**src/rtl/color_matrix_xform.sv**
```systemverilog
module color_matrix_xform (
  input  logic        clk,
  input  logic        rst_n,
  input  logic        cfg_we,
  input  logic [2:0]  cfg_addr,
  input  logic [31:0] cfg_wdata,
  input  logic        frame_start,
  input  logic        in_valid,
  output logic        in_ready,
  input  logic [7:0]  in_c0,
  input  logic [7:0]  in_c1,
  input  logic [7:0]  in_c2,
  output logic        out_valid,
  input  logic        out_ready,
  output logic [7:0]  out_c0,
  output logic [7:0]  out_c1,
  output logic [7:0]  out_c2
);
  localparam int PW   = 8;
  localparam int CW   = 9;
  localparam int OW   = 13;
  localparam int NCH  = 3;
  localparam int PRW  = PW + CW + 1;
  localparam int AW   = PRW + 6;
  localparam int OSH  = 6;
  localparam int FRAC = 9;

  typedef struct packed {
    logic                          sat;
    logic [1:0]                    sc;
    logic [NCH-1:0][OW-1:0]        off;
    logic [NCH-1:0][3*CW-1:0]      trip;
  } cset_t;

  cset_t sh, ac, ef;
  logic  v1, v2, ov, adv;

  assign adv       = !ov || out_ready;
  assign in_ready  = adv;
  assign out_valid = ov;
  assign ef        = frame_start ? sh : ac;

  always_ff @(posedge clk or negedge rst_n) begin
    if (!rst_n) begin
      v1 <= 1'b0;
      v2 <= 1'b0;
      ov <= 1'b0;
      sh <= '0;
      ac <= '0;
    end else begin
      if (adv) begin
        v1 <= in_valid;
        v2 <= v1;
        ov <= v2;
      end
      for (int k = 0; k < NCH; k++) begin
        if (cfg_we && cfg_addr == 3'(2*k)) begin
          sh.trip[k]     <= cfg_wdata[3*CW-1:0];
          sh.off[k][4:0] <= cfg_wdata[31:27];
        end
        if (cfg_we && cfg_addr == 3'(2*k+1)) begin
          sh.off[k][OW-1:5] <= cfg_wdata[7:0];
          if (k == 0) {sh.sat, sh.sc} <= cfg_wdata[10:8];
        end
      end
      if (frame_start) ac <= sh;
    end
  end

  logic signed [CW-1:0] m [NCH][NCH];
  always_comb begin
    m[0][0] = ef.trip[0][3*CW-1:2*CW];
    m[1][1] = ef.trip[0][2*CW-1:CW];
    m[2][2] = ef.trip[0][CW-1:0];
    m[0][1] = ef.trip[1][3*CW-1:2*CW];
    m[1][0] = ef.trip[1][2*CW-1:CW];
    m[2][0] = ef.trip[1][CW-1:0];
    m[0][2] = ef.trip[2][3*CW-1:2*CW];
    m[1][2] = ef.trip[2][2*CW-1:CW];
    m[2][1] = ef.trip[2][CW-1:0];
  end

  logic [NCH-1:0][PW-1:0] px;
  assign px = {in_c2, in_c1, in_c0};

  logic signed [PRW-1:0] p1 [NCH][NCH];
  logic signed [OW-1:0]  o1 [NCH];
  logic [1:0]            sc1, sc2;
  logic                  sat1, sat2, sat3;
  logic signed [AW-1:0]  s2 [NCH];
  logic [NCH-1:0][PW-1:0] oc;
  logic [3:0]            shamt;
  logic signed [AW-1:0]  rnd [NCH];
  logic signed [AW-1:0]  q [NCH];
  logic signed [AW-1:0]  lo, hi;
  logic [PW-1:0]         yv [NCH];

  assign shamt = 4'(FRAC) - {2'b00, sc2};
  assign lo    = sat2 ? AW'(16)  : AW'(0);
  assign hi    = sat2 ? AW'(235) : AW'(255);

  always_comb begin
    for (int r = 0; r < NCH; r++) begin
      rnd[r] = s2[r] + (AW'(1) <<< (shamt - 4'd1));
      q[r]   = rnd[r] >>> shamt;
      if (q[r] < lo)      yv[r] = lo[PW-1:0];
      else if (q[r] > hi) yv[r] = hi[PW-1:0];
      else                yv[r] = q[r][PW-1:0];
    end
  end

  always_ff @(posedge clk) begin
    if (adv) begin
      for (int r = 0; r < NCH; r++) begin
        for (int c = 0; c < NCH; c++)
          p1[r][c] <= m[r][c] * $signed({1'b0, px[c]});
        o1[r] <= ef.off[r];
        s2[r] <= AW'(p1[r][0]) + AW'(p1[r][1]) + AW'(p1[r][2]) + (AW'(o1[r]) <<< OSH);
        oc[r] <= yv[r];
      end
      sc1  <= ef.sc;
      sat1 <= ef.sat;
      sc2  <= sc1;
      sat2 <= sat1;
      sat3 <= sat2;
    end
  end

  assign out_c0 = oc[0];
  assign out_c1 = oc[1];
  assign out_c2 = oc[2];

  assert_hold_R8: assert property (@(posedge clk) disable iff (!rst_n)
    (ov && !out_ready) |=> (ov && $stable(oc)));

  assert_latency_R7: assert property (@(posedge clk) disable iff (!rst_n)
    (in_valid && in_ready) ##1 in_ready ##1 in_ready |=> ov);

  assert_sat_range_R5: assert property (@(posedge clk) disable iff (!rst_n)
    (ov && sat3) |-> (oc[0] >= 8'd16 && oc[0] <= 8'd235 &&
                      oc[1] >= 8'd16 && oc[1] <= 8'd235 &&
                      oc[2] >= 8'd16 && oc[2] <= 8'd235));

  assert_frame_only_R6: assert property (@(posedge clk) disable iff (!rst_n)
    !frame_start |=> $stable(ac));
endmodule

```
**config.mk**
```make
export PLATFORM = sky130hd
export DESIGN_NAME = color_matrix_xform
export DESIGN_NICKNAME = d
export VERILOG_FILES = /design/src/rtl/color_matrix_xform.sv
export SDC_FILE = /design/constraint.sdc
export NUM_CORES = 2
export LEC_CHECK = 0
export BUFFER_PORTS_ARGS = -buffer_cell sky130_fd_sc_hd__buf_2
export CORE_ASPECT_RATIO = 1.25
export CORE_MARGIN = 5
export CORE_UTILIZATION = 55
export CTS_BUF_LIST = sky130_fd_sc_hd__clkbuf_4
export DETAILED_ROUTE_END_ITERATION = 16
export PLACE_DENSITY = 0.71
export SLEW_MARGIN = 20
export SYNTH_ARGS = -nofsm -noshare
export SYNTH_HDL_FRONTEND = slang
export SYNTH_SLANG_ARGS = --single-unit
```
**constraint.sdc**
```tcl
create_clock -name clk -period 16.9 [get_ports clk]
set_input_delay 2.535 -clock clk [delete_from_list [all_inputs] [get_ports clk]]
set_output_delay 2.535 -clock clk [all_outputs]
set_load 0.05 [all_outputs]
```
==> impl_metrics.yaml <==
outcome:
  status: "finished clean"
synth:
  synthesis.area_sq_um: 51300
  synth_largest_area_cell: "fa_1"
  async_flop_share_pct: 46.2
  synth_most_common_cell: "inv_1"
  synthCells: 4728
  synth.avg_cell_area_sq_um: 10.8
  yosysWarnings: 0
  synth-seq-cells: 539
  yosys.area.top_type_share_pct: 25.1
  ys_types: 105
  synth_common_cells: "895 x inv_1, 642 x fa_1, 444 x ha_1, 360 x nand2_1, 347 x and2_1"
  synth_edf_count: 290
  ys_top_cells_by_area: "fa_1 25%, edfxtp_1 17%, dfrtp_1 12%, ha_1 11%, inv_1 6.6%"
  ys_seq_area_share_pct: 29.1
  yosys_most_used_dff: "edfxtp_1"
floorplanning:
  dieArea_sq_um: 99500
  io_pins: 91
  dieWidth_um: 283
  die_h_um: 351
  core_area_sq_um: 92700
  initial_core_util_pct: 55.3
  rows: 125
clock_tree:
  clk_pin_slew_ns: 0.07
  worst_skew_pair.late_latency_ns: 1.03
  numCtsBuffers: 143
  cts_tree: "built"
  cts_resized: 0
  ctsRootBufferMaster: "clkbuf_4"
  clkSinkCount: 539
  cts_htree_levels: 4
  clock_path_buffers: 3
  cts_hold_buf: 0
  postCtsSetupRepairBufs: 0
drt:
  postRouteAntennaNets: 0
  wl_per_cell_um: 19.6
  drt_iter0_markers: 1876
  viasPerCell: 5.44
  wl_um: 122000
  via_count: 33924
  drc_errors: 0
  first_pass_iters: 5
global_routing:
  antenna_found_initial: 6
  gr-total-overflow: 0
  grt_pass1_wl_um: 195000
  grt_pass1_vias: 35910
  grt_use_total_pct: 25.2
  grt_max_degree: 158
worst_setup_path:
  cp.arrival_ns: 8.67
  critPathKind: "in2reg"
  cp-start-kind: "input port"
  r2r_slack_ns: 11.05
  crit_path_end_kind: "flip-flop"
  cp_max_fo: 81
  crit_required_ns: 17.65
timing:
  setup_violations: 0
  period_needed_ns: 7.92
  slew_violations: 0
  slew_headroom_pct: 30.1
  rsz0062_at_grt: "false"
  min_period_over_period_pct: 46.8
  fin_setup_tns_ns: 0
  tightestPinTransition_ns: 1.02
  hold_violations: 0
  clock_skew_ns: 0.0893
  fmax_ghz: 0.126
final_layout:
  register_area_sq_um: 14900
  fillerInstances: 7757
  drive_above_1_share_pct: 13.1
  area_growth_pct: 7.53
  fin_nets: 6059
  multi_input_area_sq_um: 32700
min_path:
  hold_class: "reg2reg"
placement:
  port_buffers: 90
  place_congestion: 0.874
  dp_hpwl_um: 94800
run:
  maxCapViolCount: 0
-- kinds of logic after synthesis --
| kind of cell | after synthesis | synth area share, % |
|---|---|---|
| AND/OR/NAND/NOR | 1132 | 11.2 |
| adder cells (fa/ha/maj) | 1086 | 35.9 |
| buffers and inverters | 997 | 7.32 |
| flip-flops | 539 | 29.1 |
| AO/OA/AOI/OAI | 510 | 7.27 |
| multiplexers | 268 | 5.82 |
| XOR/XNOR | 195 | 3.35 |
| other | 1 | 0.00731 |
-- cell usage in the layout (no fill, tap or decap), types with 27 or more instances in the layout --
cell type and count:
buf_2 88, ha_1 444, clkbuf_4 202, mux2_2 241, a21boi_0 32, xor2_1 55
edfxtp_1 290, inv_1 895, dfrtp_1 249, o211ai_1 32, a21oi_1 133, conb_1 30
xnor2_1 139, fa_1 642, and2_1 347, o21ai_0 91, a21o_1 31, nor2_1 156
nand3_1 34, nand2_1 360, nor2b_1 105, mux2i_1 27, nor3_1 57
-- per-stage QoR --
stage / util, % / setup slack [ns] / std cells / instance area, sq um / hold WS, ns
CTS: 59.4 / 9.11 / 6228 / 55100 / 0.428
floorplan: - / 4.48 / 4757 / 51400 / 0.400
global route: 59.4 / 8.62 / 6232 / 55100 / 0.442
detailed placement: 57.3 / 8.00 / 5969 / 53100 / 0.414
finish: 59.4 / 8.98 / 6234 / 55100 / 0.430
global placement: 57.3 / 8.10 / 5969 / 53100 / 0.406
-- layer usage --
| layer | vias to the layer above | track usage [%] | wire length (um) |
|---|---|---|---|
| met2 | 758 | 44.6 | 61600 |
| li1 | 15712 | - | - |
| met5 | - | 0 | 0 |
| met4 | 0 | 9.79 | 4730 |
| met3 | 220 | 3.96 | 5470 |
| met1 | 17234 | 31.4 | 50200 |
-- critical path, cell delays in order --
cell and delay, ns:
buf_6 0.60, buf_4 0.71, mux2i_1 0.72, nor2b_1 0.14, fa_1 0.42, fa_1 0.44, ha_1 0.29, inv_1 0.05
fa_1 0.48, inv_1 0.04, ha_1 0.31, nor2b_1 0.14, o21ai_0 0.26, a21boi_0 0.17, o21ai_0 0.22, a21boi_0 0.15
o21ai_0 0.23, a21boi_0 0.16, o21ai_0 0.20, nor2b_1 0.18, xnor2_1 0.09
-- cell type report --
type                    count  area share [%]
multi-input cells        3221            59.3
flip-flops and latches    539            27.1
clock buffers             202            2.75
inverters                 896            6.10
well taps                1206            2.74
diodes                      6          0.0272
repair buffers            107            1.10
clock inverters            57           0.849
-- final timing paths --
| path | start | endpoint | cells after the start |
|---|---|---|---|
| min in group asynchronous | rst_n | sh[101]$_DFFE_PN0P_ | 1 |
| max in group asynchronous | rst_n | ac[80]$_DFF_PN0_ | 3 |
| max | frame_start | p1[1][50]$_DFFE_PP_ | 21 |
| max reg2reg | sc2[0]$_DFFE_PP_ | out_c1[4]$_DFFE_PP_ | 20 |
| min reg2reg | sc1[0]$_DFFE_PP_ | sc2[0]$_DFFE_PP_ | 0 |
| min | sc1[0]$_DFFE_PP_ | sc2[0]$_DFFE_PP_ | 0 |
-- state kept, by name, indices dropped and copies added, names as in the netlist --
name / cells
ac: 123
o1: 39
out_c0: 8
out_c1: 8
out_c2: 8
out_valid: 1
p1: 162
s2: 59
sat1: 1
sat2: 1
sc1: 2
sc2: 2
sh: 123
v1: 1
v2: 1
Power is left out: the tool's default activity adds up to more than one toggle a clock period on the data nets, which glitch-free logic cannot reach.
